**config.mk**
```make
export PLATFORM = sky130hd
export DESIGN_NAME = dbg_trig_unit
export DESIGN_NICKNAME = d
export VERILOG_FILES = /design/src/rtl/dbg_trig_pkg.sv /design/src/rtl/dbg_trig_bank.sv /design/src/rtl/dbg_trig_cmp.sv /design/src/rtl/dbg_trig_sel.sv /design/src/rtl/dbg_trig_unit.sv
export SDC_FILE = /design/constraint.sdc
export NUM_CORES = 1
export LEC_CHECK = 0
export BUFFER_PORTS_ARGS = -buffer_cell sky130_fd_sc_hd__buf_2
export CORE_AREA = 3 3 241 243
export DETAILED_ROUTE_END_ITERATION = 16
export DIE_AREA = 0 0 244 246
export GPL_TIMING_DRIVEN = 0
export HOLD_SLACK_MARGIN = 0.03
export MAX_ROUTING_LAYER = met4
export PLACE_DENSITY_LB_ADDON = 0.1
export SYNTH_ARGS = -nofsm -noshare
export SYNTH_HDL_FRONTEND = slang
export SYNTH_SLANG_ARGS = --single-unit
```
**constraint.sdc**
```tcl
create_clock -name clk -period 4.8 [get_ports clk]
set_input_delay 0 -clock clk [delete_from_list [all_inputs] [get_ports clk]]
set_output_delay 0 -clock clk [all_outputs]
set_load 0.01 [all_outputs]
```
**src/rtl/dbg_trig_pkg.sv**
```systemverilog
package dbg_trig_pkg;

    localparam int CTRL_W = 15;

    localparam logic [1:0] OP_EXEC  = 2'd0;
    localparam logic [1:0] OP_LOAD  = 2'd1;
    localparam logic [1:0] OP_STORE = 2'd2;

    localparam logic [2:0] ACT_NONE = 3'd0;

    localparam logic [2:0] MODE_EQ    = 3'd0;
    localparam logic [2:0] MODE_RANGE = 3'd1;
    localparam logic [2:0] MODE_GE    = 3'd2;
    localparam logic [2:0] MODE_LT    = 3'd3;
    localparam logic [2:0] MODE_MLO   = 3'd4;
    localparam logic [2:0] MODE_MHI   = 3'd5;

    typedef struct packed {
        logic       chain;
        logic       sel;
        logic [3:0] priv_en;
        logic       st_en;
        logic       ld_en;
        logic       ex_en;
        logic [2:0] mode;
        logic [2:0] act;
    } trig_ctrl_t;

endpackage

```
**src/rtl/dbg_trig_bank.sv**
```systemverilog
module dbg_trig_bank
    import dbg_trig_pkg::*;
#(
    parameter int NTRIG = 4,
    parameter int XLEN  = 32,
    parameter int IDX_W = 2
) (
    input  logic                 clk,
    input  logic                 rst_n,
    input  logic                 wr_en,
    input  logic [IDX_W-1:0]     wr_idx,
    input  logic                 wr_sel,
    input  logic [XLEN-1:0]      wr_data,
    output trig_ctrl_t           ctrl_q [NTRIG],
    output logic [XLEN-1:0]      cmp_q  [NTRIG]
);

    for (genvar t = 0; t < NTRIG; t++) begin : g_slot
        logic hit_me;
        assign hit_me = wr_en && (wr_idx == IDX_W'(t));

        always_ff @(posedge clk or negedge rst_n) begin
            if (!rst_n) begin
                ctrl_q[t] <= '0;
                cmp_q[t]  <= '0;
            end else if (hit_me) begin
                if (wr_sel) begin
                    cmp_q[t] <= wr_data;
                end else begin
                    ctrl_q[t] <= trig_ctrl_t'(wr_data[CTRL_W-1:0]);
                end
            end
        end
    end

endmodule

```
**src/rtl/dbg_trig_cmp.sv**
```systemverilog
module dbg_trig_cmp
    import dbg_trig_pkg::*;
#(
    parameter int XLEN = 32
) (
    input  logic [2:0]      mode,
    input  logic [XLEN-1:0] cmp,
    input  logic [XLEN-1:0] value,
    output logic            match
);

    localparam int HALF = XLEN / 2;

    logic [XLEN-1:0] range_mask;
    logic [XLEN-1:0] half_mask;
    logic [XLEN-1:0] value_hi;

    // A bit survives the range mask unless every compare bit at and below it is one.
    always_comb begin
        logic run;
        run = 1'b1;
        for (int b = 0; b < XLEN; b++) begin
            run           = run & cmp[b];
            range_mask[b] = ~run;
        end
    end

    assign half_mask = cmp >> HALF;
    assign value_hi  = value >> HALF;

    always_comb begin
        unique case (mode)
            MODE_EQ:    match = (value == cmp);
            MODE_RANGE: match = ((value & range_mask) == (cmp & range_mask));
            MODE_GE:    match = (value >= cmp);
            MODE_LT:    match = (value < cmp);
            MODE_MLO:   match = ((value & half_mask) == (cmp & half_mask));
            MODE_MHI:   match = ((value_hi & half_mask) == (cmp & half_mask));
            default:    match = 1'b0;
        endcase
    end

endmodule

```
**src/rtl/dbg_trig_sel.sv**
```systemverilog
module dbg_trig_sel #(
    parameter int NTRIG = 4,
    parameter int IDX_W = 2
) (
    input  logic [NTRIG-1:0] elig,
    input  logic [NTRIG-1:0] match,
    input  logic [NTRIG-1:0] chain,
    input  logic             cause_active,
    output logic             found,
    output logic [IDX_W-1:0] idx
);

    logic [NTRIG-1:0] next_chain;
    assign next_chain = chain >> 1;

    always_comb begin
        logic armed;
        logic done;
        logic any;
        armed = 1'b0;
        done  = 1'b0;
        any   = 1'b0;
        idx   = '0;
        for (int i = 0; i < NTRIG; i++) begin
            if (!done) begin
                if (!elig[i]) begin
                    armed = 1'b0;
                end else if (chain[i] && !armed) begin
                    armed = 1'b0;
                end else if (!match[i]) begin
                    armed = 1'b0;
                end else if (next_chain[i]) begin
                    armed = 1'b1;
                end else begin
                    any  = 1'b1;
                    idx  = IDX_W'(i);
                    done = 1'b1;
                end
            end
        end
        found = any && !cause_active;
    end

endmodule

```
**src/rtl/dbg_trig_unit.sv**
```systemverilog
module dbg_trig_unit
    import dbg_trig_pkg::*;
#(
    parameter int NTRIG  = 4,
    parameter int XLEN   = 32,
    parameter int ADDR_W = 64,
    localparam int IDX_W = (NTRIG > 1) ? $clog2(NTRIG) : 1
) (
    input  logic              clk,
    input  logic              rst_n,
    input  logic              wr_en,
    input  logic [IDX_W-1:0]  wr_idx,
    input  logic              wr_sel,
    input  logic [XLEN-1:0]   wr_data,
    input  logic              acc_valid,
    input  logic [1:0]        acc_op,
    input  logic [1:0]        acc_priv,
    input  logic [ADDR_W-1:0] acc_addr,
    input  logic [XLEN-1:0]   acc_data,
    input  logic              dbg_cause_active,
    output logic              hit_o,
    output logic [IDX_W-1:0]  hit_idx_o,
    output logic [2:0]        hit_act_o
);

    trig_ctrl_t        ctrl_q [NTRIG];
    logic [XLEN-1:0]   cmp_q  [NTRIG];
    logic [XLEN-1:0]   addr_x;
    logic [NTRIG-1:0]  elig_v;
    logic [NTRIG-1:0]  match_v;
    logic [NTRIG-1:0]  chain_v;
    logic              found;
    logic [IDX_W-1:0]  found_idx;

    assign addr_x = acc_addr[XLEN-1:0];

    if (ADDR_W > XLEN) begin : g_addr_hi
        logic unused_addr_hi;
        assign unused_addr_hi = ^acc_addr[ADDR_W-1:XLEN];
    end

    dbg_trig_bank #(
        .NTRIG (NTRIG),
        .XLEN  (XLEN),
        .IDX_W (IDX_W)
    ) u_bank (
        .clk     (clk),
        .rst_n   (rst_n),
        .wr_en   (wr_en),
        .wr_idx  (wr_idx),
        .wr_sel  (wr_sel),
        .wr_data (wr_data),
        .ctrl_q  (ctrl_q),
        .cmp_q   (cmp_q)
    );

    for (genvar t = 0; t < NTRIG; t++) begin : g_trig
        logic            op_ok;
        logic [XLEN-1:0] value;

        always_comb begin
            unique case (acc_op)
                OP_EXEC:  op_ok = ctrl_q[t].ex_en;
                OP_LOAD:  op_ok = ctrl_q[t].ld_en;
                OP_STORE: op_ok = ctrl_q[t].st_en;
                default:  op_ok = 1'b0;
            endcase
        end

        assign elig_v[t]  = (ctrl_q[t].act != ACT_NONE) && op_ok
                            && ctrl_q[t].priv_en[acc_priv];
        assign value      = ctrl_q[t].sel ? acc_data : addr_x;
        assign chain_v[t] = ctrl_q[t].chain;

        dbg_trig_cmp #(
            .XLEN (XLEN)
        ) u_cmp (
            .mode  (ctrl_q[t].mode),
            .cmp   (cmp_q[t]),
            .value (value),
            .match (match_v[t])
        );
    end

    dbg_trig_sel #(
        .NTRIG (NTRIG),
        .IDX_W (IDX_W)
    ) u_sel (
        .elig         (elig_v),
        .match        (match_v),
        .chain        (chain_v),
        .cause_active (dbg_cause_active),
        .found        (found),
        .idx          (found_idx)
    );

    always_ff @(posedge clk or negedge rst_n) begin
        if (!rst_n) begin
            hit_o     <= 1'b0;
            hit_idx_o <= '0;
            hit_act_o <= ACT_NONE;
        end else if (acc_valid && found) begin
            hit_o     <= 1'b1;
            hit_idx_o <= found_idx;
            hit_act_o <= ctrl_q[found_idx].act;
        end else begin
            hit_o     <= 1'b0;
            hit_idx_o <= '0;
            hit_act_o <= ACT_NONE;
        end
    end

endmodule

```
Yosys cells after proc, flatten, opt, wreduce, memory -nomap -nowiden. Index checks and enable logic that the tools add are counted.

Bits in registers: 194. Output and inout bits: 6.

$lt $le $gt $ge: 10. Equality and inequality tests: 41. Muxes and demuxes: 72. Bitwise operators: 274. Reduce and logical (&&, ||, !) cells: 39.

Operators with widths (number): 32-bit equality test (16); 32-bit by 16-bit bitwise AND with 32-bit output (8); 32-bit bitwise AND (8); 1-bit inverter (129); 32-bit greater-or-equal comparator (4); 32-bit < comparator (4); 32-bit 2-to-1 mux (4); 1-bit bitwise AND (124); 16-bit bitwise AND (4); 1-bit 2-to-1 mux (38); 15-bit binary-select mux with 2-bit select (1); 2-bit 2-to-1 mux (14); 3-bit by 2-bit equality test with 1-bit output, second input constant (8); 3-bit equality test, second input constant (8); 1-bit case mux with 6 select lines (4); 1-bit logical AND (17); 2-bit AND reduction (8); 3-bit by 1-bit equality test with 1-bit output, second input constant (4); 3-bit logical NOT (4); 1-bit case mux with 3 select lines (4); 3-bit nonzero test (4); 3-bit 2-to-1 mux (3); 1-bit binary-select mux with 2-bit select (4); 2-bit equality test, second input constant (3); 6 further kinds (11).

Depth between registers and ports, before layout. Gate-level depths: netlist of run 1.

Depth in word-level cells: 58. Depth in mapped cells: 17.

Hierarchy. Synthesis of run 1 repeated with hierarchy kept, for this count alone.

Cells, all modules: 1752. Area total of the unflattened synthesis: 17548.1 um2.

Modules (own cells, without submodules): dbg_trig_bank (times used 1, cells each 407, area each 7168.1 um2, sequential area each 4704.5 um2); dbg_trig_cmp (g_trig[1].u_cmp ...) (times used 2, cells each 284, area each 2020.7 um2, sequential area each 0.0 um2); dbg_trig_cmp (g_trig[0].u_cmp) (times used 1, cells each 291, area each 2107.0 um2, sequential area each 0.0 um2); dbg_trig_unit (times used 1, cells each 185, area each 2077.0 um2, sequential area each 150.1 um2); dbg_trig_cmp (g_trig[3].u_cmp) (times used 1, cells each 278, area each 2004.4 um2, sequential area each 0.0 um2); dbg_trig_sel (times used 1, cells each 23, area each 150.1 um2, sequential area each 0.0 um2).

Worst setup path before layout of run 1. No wires, ideal clock.

Path type: reg2reg. Start: reg u_bank.ctrl_q[13] (netlist name). End: reg hit_act_o[1]. Arrival time: 4.170 ns. Slack: 0.483 ns. Stages on the path, launching flop included: 18. Period minus slack after synthesis: 4.317 ns. Cells stage by stage: dfrtp_1 buf_2 buf_1 buf_1 mux2i_1 inv_1 ha_1 a21o_1 a21o_1 a211oi_1 o21bai_1 a21o_1 a2111oi_0 xnor2_1 a311oi_1 nor3_1 a22oi_1 o32ai_1.

Cells in the longest elaborated chain, start to end: 13. Elaborated cells between the ends (all ways): 26. Those cells by class: order compare (2); eq/ne (4); mux (14); bitwise (4); reduce/logical (2).

RTL lines: 32-bit 2-to-1 mux (*) (line dbg_trig_unit.sv:72) `assign value = ctrl_q[t].sel ? acc_data : addr_x;`; branches (longest 2 deep; another with 32-bit < comparator); 1-bit case mux with 6 select lines (*) (line dbg_trig_cmp.sv:32) `unique case (mode)`; 2-bit 2-to-1 mux (line dbg_trig_sel.sv:30) `end else if (!match[i]) begin`; 2-bit 2-to-1 mux (line dbg_trig_sel.sv:28) `end else if (chain[i] && !armed) begin`; 2-bit 2-to-1 mux (line dbg_trig_sel.sv:26) `if (!elig[i]) begin`; 2-bit 2-to-1 mux (line dbg_trig_sel.sv:25) `if (!done) begin`; 2-bit inverter with 3-bit output (not written as such) (line dbg_trig_unit.sv:105) `hit_act_o <= ctrl_q[found_idx].act;`; 15-bit binary-select mux with 2-bit select (line dbg_trig_unit.sv:105); 3-bit 2-to-1 mux (not written as such) (2 in a row) (line dbg_trig_unit.sv:105); 3-bit 2-to-1 mux (*) (line dbg_trig_unit.sv:102) `end else if (acc_valid && found) begin`; to (signal assigned) (line dbg_trig_unit.sv:105); to (decl) (line dbg_trig_unit.sv:23) `output logic [2:0] hit_act_o`.

Mark *: on every way between the ends. The select of a mux whose other input is x is not followed. A chain may end at the register's enable or synchronous reset.

Final worst setup path of run 1.
Start: reg u_bank.ctrl_q[58] (netlist name). End: reg hit_act_o[0].

Cells in the longest elaborated chain, start to end: 27. Elaborated cells between the ends (all ways): 61. Those cells by class: order compare (2); eq/ne (4); mux (43); bitwise (4); reduce/logical (8).

RTL lines (line): 32-bit 2-to-1 mux (*) (dbg_trig_unit.sv:72); branches (longest 2 deep; another with 32-bit < comparator); 1-bit case mux with 6 select lines (*) (dbg_trig_cmp.sv:32); 1-bit 2-to-1 mux (dbg_trig_sel.sv:30); 1-bit 2-to-1 mux (dbg_trig_sel.sv:28); 1-bit 2-to-1 mux (dbg_trig_sel.sv:26); 1-bit 2-to-1 mux or 1-bit logical NOT (tied branches) (dbg_trig_sel.sv:32, dbg_trig_sel.sv:28); 1-bit 2-to-1 mux or 1-bit logical AND (tied branches) (dbg_trig_sel.sv:30, dbg_trig_sel.sv:28); [... 9 more ...]; 1-bit logical AND (dbg_trig_sel.sv:28); 2-bit 2-to-1 mux (dbg_trig_sel.sv:28); 2-bit 2-to-1 mux (dbg_trig_sel.sv:26); 2-bit 2-to-1 mux (dbg_trig_sel.sv:25); 2-bit inverter with 3-bit output (not written as such) (dbg_trig_unit.sv:105); 15-bit binary-select mux with 2-bit select (dbg_trig_unit.sv:105); 3-bit 2-to-1 mux (not written as such) (2 in a row) (dbg_trig_unit.sv:105); 3-bit 2-to-1 mux (*) (dbg_trig_unit.sv:102).

Marks and branches as above.

==> results of run 1 <==
power by group through the flow:
stage          Sequential, W  Combinational [W]  Clock [W]
6_report             0.00255            0.00378    0.00147
5_1_grt              0.00259            0.00410    0.00156
4_1_cts              0.00253            0.00365    0.00151
3_5_place_dp         0.00256            0.00355          0
3_3_place_gp         0.00257            0.00354          0
2_1_floorplan        0.00229            0.00248          0
through the flow:
| step | setup slack (ns) | TNS [ns] | hold WS [ns] | power (W) |
|---|---|---|---|---|
| 2_1_floorplan | 0.483 | 0 | -0.296 | 0.00477 |
| 3_3_place_gp | -1.45 | -8.49 | 0.379 | 0.00611 |
| 3_5_place_dp | -1.41 | -8.23 | 0.0481 | 0.00612 |
| 4_1_cts | 0.00812 | 0 | 0.0745 | 0.00769 |
| 5_1_grt | -0.00215 | -0.00215 | 0.118 | 0.00825 |
| 6_report | 0.112 | 0 | 0.0540 | 0.00780 |
flip-flops by register name, indices dropped and copies added, names as in the netlist:
signal and flops:
u_bank.ctrl_q 60, hit_act_o 3, hit_idx_o 2, u_bank.cmp_q 128
hit_o 1
what timing repair did:
item | 4_1_cts | 5_1_grt
gates resized for setup | 31 | 51
hold buffers | 40 | 0
pin swaps | 3 | 2
setup buffers | 5 | 3
endpoints found under the setup margin | 6 | 6
endpoints found under the hold margin | 202 | 0
critical path: cells and delay by family (launching register included):
family	cells	cell delay, ns
multiplexers	2	0.93
flip-flops	1	0.34
buffers and inverters	5	0.75
AO/OA/AOI/OAI	6	1.48
AND/OR/NAND/NOR	3	0.73
adder cells (fa/ha/maj)	1	0.32
path summary, 6_finish.rpt:
| check | start | endpoint | cells past startpoint |
|---|---|---|---|
| min in group clk | wr_idx[0] | u_bank.cmp_q[96] | 4 |
| hold / removal | rst_n | u_bank.ctrl_q[15] | 2 |
| setup / recovery | u_bank.ctrl_q[58] | hit_act_o[0] | 17 |
| max in group asynchronous | rst_n | u_bank.cmp_q[12] | 3 |
| setup reg to reg | u_bank.ctrl_q[58] | hit_act_o[0] | 17 |
| hold reg to reg | u_bank.ctrl_q[11] | u_bank.ctrl_q[11] | 1 |
synth_stat cells (6+ instances only):
cell type,instances,area (sq um)
inv_1,259,972
dfrtp_1,194,4850
mux2i_1,168,1680
mux2_2,163,1840
ha_1,132,1650
nand2_1,101,379
o21ai_0,84,420
xnor2_1,74,648
nor2_1,53,199
o22ai_1,49,307
a22oi_1,48,360
a21oi_1,47,235
nand4_1,45,282
clkbuf_1,30,113
nand3_1,30,150
nor3_1,29,145
nor4_1,24,150
a21o_1,20,150
a211oi_1,19,143
o211ai_1,15,113
a31oi_1,14,87.6
o2111ai_1,13,114
buf_2,11,55.1
nand2b_1,11,68.8
o32ai_1,10,87.6
or4_1,10,75.1
a221oi_1,9,78.8
nor2b_1,9,56.3
and3_1,8,50.1
nand3b_1,8,60.1
o31ai_1,6,45.0
final cells by class:
cell class	instances	area share
Timing Repair Buffer	160	0.0538
Buffer	52	0.0155
Clock inverter	13	0.00638
Clock buffer	18	0.0222
Tap cell	756	0.0477
Sequential cell	194	0.245
Antenna cell	6	0.000757
Inverter	261	0.0494
Multi-Input combinational cell	1309	0.559
logic make-up after synthesis:
group,count (synthesis),synth area share
XOR/XNOR,74,0.0385
adder cells (fa/ha/maj),132,0.0982
buffers and inverters,313,0.0748
flip-flops,194,0.289
AND/OR/NAND/NOR,357,0.110
AO/OA/AOI/OAI,405,0.170
multiplexers,341,0.220
layer usage:
metal | up-vias | wire length, um | part of all wire | global-route usage
met1 | 8011 | 37100 | 0.45 | 0.369
met5 | - | 0 | 0 | -
met4 | 0 | 3090 | 0.037 | 0.116
met3 | 123 | 5500 | 0.066 | 0.0553
met2 | 623 | 37100 | 0.45 | 0.425
li1 | 7086 | - | - | -
==> impl_metrics.ini, run 1 <==
[drt]
detailedRoute.firstIterationViolations = 1387
drt-pass1-iter-count = 6
wl_mm = 82.7
num_vias = 15800
drtAntennaViolNets = 0
wire_per_inst_um = 29.9
viasPerCell = 5.72
drc = 0

[synth]
synth.distinct_cells = 85
synth-edff-count = 0
ys_seq_elements = 194
syn_inst = 1816
synth_top_flop_cell = dfrtp_1
syn_nets = 2088
ys_warn_count = 0
ys_async_sr_fraction = 1.00
syn_avg_cell_area_sq_um = 9.26
synth_area_sq_um = 16800
seq_area_frac_synth = 0.289

[timing]
slew_viol_final = 0
min_period_over_period = 0.977
slew_headroom = 0.293
fmax_ghz = 0.213
setup_viol = 0
fin_worst_skew_ns = 0.0102
hold_viol = 0
period_minus_slack_ns = 4.69
worst-slew-pin-transition_ns = 1.05

[clocking]
clock_latency_ns = 0.50
cts.sinks = 194
cts_max_level = 4
cts-root-buf = clkbuf_16
cts_buffer_depth = 2
clkTransAtPathRegs_ns = 0.08
cts_buffers = 17
cts_tree = done

[power_and_ir_drop]
p_sw_w = 0.00351
ir_worst_vdd_mv = 0.250
p_int_w = 0.00429
clockPowerShare = 0.188
p_leak_nw = 8.89
power_frac_seq = 0.327
cellPowerDensity_nw_per_um2 = 393
p_sw_frac = 0.450
p_comb_frac = 0.485

[placed_design]
gp_congestion = 1.05
dp_cells = 2684
post-dp-hpwl_mm = 65.2
placed_area_sq_um = 18400
port_buffers = 109

[finish]
final_area_sq_um = 19800
fill_cells = 5934
multi_input_area_sq_um = 11100
drive_gt1_frac = 0.206
mostFrequentLayoutCells = 259 x inv_1, 194 x dfrtp_1, 163 x mux2_2
register_area_sq_um = 4850
area_growth_pct = 17.8
final_util = 0.353
mostFrequentLayoutCell = inv_1
fin_cells = 2769
final_net_count = 2267

[floorplanning]
die-area_sq_um = 60000
core_area_sq_um = 56200
rows = 87
pin_count = 146
start_util = 0.299
dieHeight_um = 246
die_w_um = 244

[critical_path]
crit_path_top_delay_cell = mux2i_1
r2r_setup_slack_ns = 0.11
startpoint_type = flop
path_cells = buf_6 -> buf_12 -> mux2i_1 -> inv_1 -> ha_1 -> nand4_1 -> nor4_4 -> buf_4 -> buf_4 -> o31a_1 -> or4_1 -> o211a_1 -> o211ai_4 -> a21oi_2 -> o32ai_4 -> mux2_4 -> a2111oi_4
cp.arrival_ns = 5.09
crit_fanout = 10
worst_setup_path_end_kind = flop
required_ns = 5.20
crit_type = flop to flop
cp_slowest_stage_delay_ns = 0.59
cp_common_cell = buf_4

[outcome]
status = finished, final reports clean

[job]
cap_violations = 0

[worst_hold_path]
holdCritPathClass = input pin to async pin

[global_routing]
grt-ovfl-total = 0
grt_max_degree = 115
grt_usage = 0.281
grt_pass1_vias = 15600
grt_pass1_wl_mm = 116
antenna_found_initial = 4
Power figures use the tool's default switching activity.
==> run 2: changes to the inputs <==
Clock period 4.8 ns to 4.5 ns, I/O delays scaled along.
==> impl_metrics.ini, run 2 (synthesized netlist as in run 1, its figures left out) <==
[floorplanning]
rows = 87
die_w_um = 244
dieHeight_um = 246
start_util = 0.299
die-area_sq_um = 60000
pin_count = 146
core_area_sq_um = 56200

[global_routing]
grt_max_degree = 115
grt_usage = 0.284
grt_pass1_vias = 15700
antenna_found_initial = 3
grt_pass1_wl_mm = 117
grt-ovfl-total = 0

[timing]
fin_ws_ns = 0.0602
rsz0062_at_grt = yes
fin_worst_skew_ns = 0.00902
slew_viol_final = 0
fmax_ghz = 0.225
min_period_over_period = 0.987
worst-slew-pin-transition_ns = 1.01
hold_slack_ns = 0.0552
slew_headroom = 0.318
hold_viol = 0
setup_viol = 0
period_minus_slack_ns = 4.44
setup_tns_ns = 0

[critical_path]
crit_fanout = 8
crit_path_top_delay_cell = or4_4
cp_slowest_stage_delay_ns = 0.57
worst_setup_path_end_kind = flop
required_ns = 4.90
cp.arrival_ns = 4.84
startpoint_type = flop
crit_type = flop to flop
path_cells = buf_12 -> clkbuf_16 -> buf_4 -> mux2i_2 -> o22ai_1 -> or4_1 -> nor4_1 -> nand4_1 -> or4_4 -> o211ai_4 -> a21oi_2 -> o32ai_4 -> mux2_4 -> a2111oi_4

[placed_design]
port_buffers = 109
post-dp-hpwl_mm = 65.2
pre_cts_slack_ns = -1.71
gp_congestion = 1.05
placed_area_sq_um = 18400
dp_cells = 2684

[outcome]
status = finished, final reports clean

[finish]
final_area_sq_um = 20800
largestRegisters = u_bank.cmp_q x128, u_bank.ctrl_q x60, hit_act_o x3
area_growth_pct = 23.4
mostFrequentLayoutCell = inv_1
fin_cells = 2799
multi_input_area_sq_um = 11700
largest_reg_flops = 128
regMostFlops = u_bank.cmp_q
register_area_sq_um = 4850
fill_cells = 5839
mostFrequentLayoutCells = 252 x inv_1, 194 x dfrtp_1, 162 x mux2_2
final_net_count = 2298
drive_gt1_frac = 0.246

[power_and_ir_drop]
clockPowerShare = 0.181
cellPowerDensity_nw_per_um2 = 417
p_int_w = 0.00480
p_leak_nw = 9.11
ir_worst_vdd_mv = 0.265
p_sw_frac = 0.446
p_sw_w = 0.00386
power_frac_seq = 0.314
p_comb_frac = 0.505

[clocking]
clkTransAtPathRegs_ns = 0.08
cts_tree = done
cts_buffer_depth = 2
cts_max_level = 4
cts.sinks = 194
cts-root-buf = clkbuf_16
cts_buffers = 17
clock_latency_ns = 0.51

[drt]
num_vias = 16100
drt-pass1-iter-count = 8
drtAntennaViolNets = 0
viasPerCell = 5.76
wl_mm = 83.7
drc = 0
wire_per_inst_um = 29.9
detailedRoute.firstIterationViolations = 1664

[worst_hold_path]
holdCritPathClass = input pin to async pin

[job]
cap_violations = 0
-- run 2: worst max-delay path: cells and delay by family, from the launching register on --
family,cells,cell delay [ns]
flops,1,0.40
compound gates,5,1.11
buf+inv,3,0.47
simple gates,4,1.50
mux,2,0.83
-- run 2: final cells by class --
type | count | share of cell area
well taps | 756 | 0.0456
clock buffers | 18 | 0.0212
plain buffers | 52 | 0.0173
multi-input cells | 1309 | 0.562
flip-flops and latches | 194 | 0.234
diodes | 5 | 0.000603
inverters | 261 | 0.0472
repair buffers | 191 | 0.0661
clock inverters | 13 | 0.00609
-- run 2: final timing paths --
check	from	to	slack, ns	cells past startpoint
setup / recovery	u_bank.ctrl_q[58]	hit_act_o[0]	0.06	14
hold / removal	rst_n	u_bank.ctrl_q[15]	0.06	2
setup reg to reg	u_bank.ctrl_q[58]	hit_act_o[0]	0.06	14
hold reg to reg	u_bank.ctrl_q[11]	u_bank.ctrl_q[11]	0.51	1
max in group asynchronous	rst_n	u_bank.cmp_q[19]	3.35	3
min in group clk	wr_idx[1]	u_bank.cmp_q[96]	0.13	4
-- run 2: what timing repair did --
item | 4_1_cts | 5_1_grt
gates cloned | 2 | 1
pin swaps | 8 | 14
buffers inserted | 20 | 18
hold endpoints to repair | 202 | 0
resized for setup | 112 | 82
hold buffers | 40 | 0
endpoints found under the setup margin | 6 | 6
-- run 2: power groups by stage --
| stage | registers [W] | logic (W) | clock network, W |
|---|---|---|---|
| 6_report | 0.00272 | 0.00437 | 0.00156 |
| 5_1_grt | 0.00276 | 0.00472 | 0.00166 |
| 3_3_place_gp | 0.00274 | 0.00378 | 0 |
| 2_1_floorplan | 0.00244 | 0.00264 | 0 |
| 3_5_place_dp | 0.00273 | 0.00379 | 0 |
| 4_1_cts | 0.00270 | 0.00411 | 0.00161 |
-- run 2: routing by layer --
layer	GRT usage	share of wire
met1	0.377	0.45
met5	-	0
met3	0.0504	0.065
met2	0.429	0.45
met4	0.112	0.042
-- run 2: stage by stage --
step	total power, W	util
2_1_floorplan	0.00509	-
3_3_place_gp	0.00651	0.326
3_5_place_dp	0.00652	0.327
4_1_cts	0.00842	0.359
5_1_grt	0.00914	0.370
6_report	0.00866	0.370
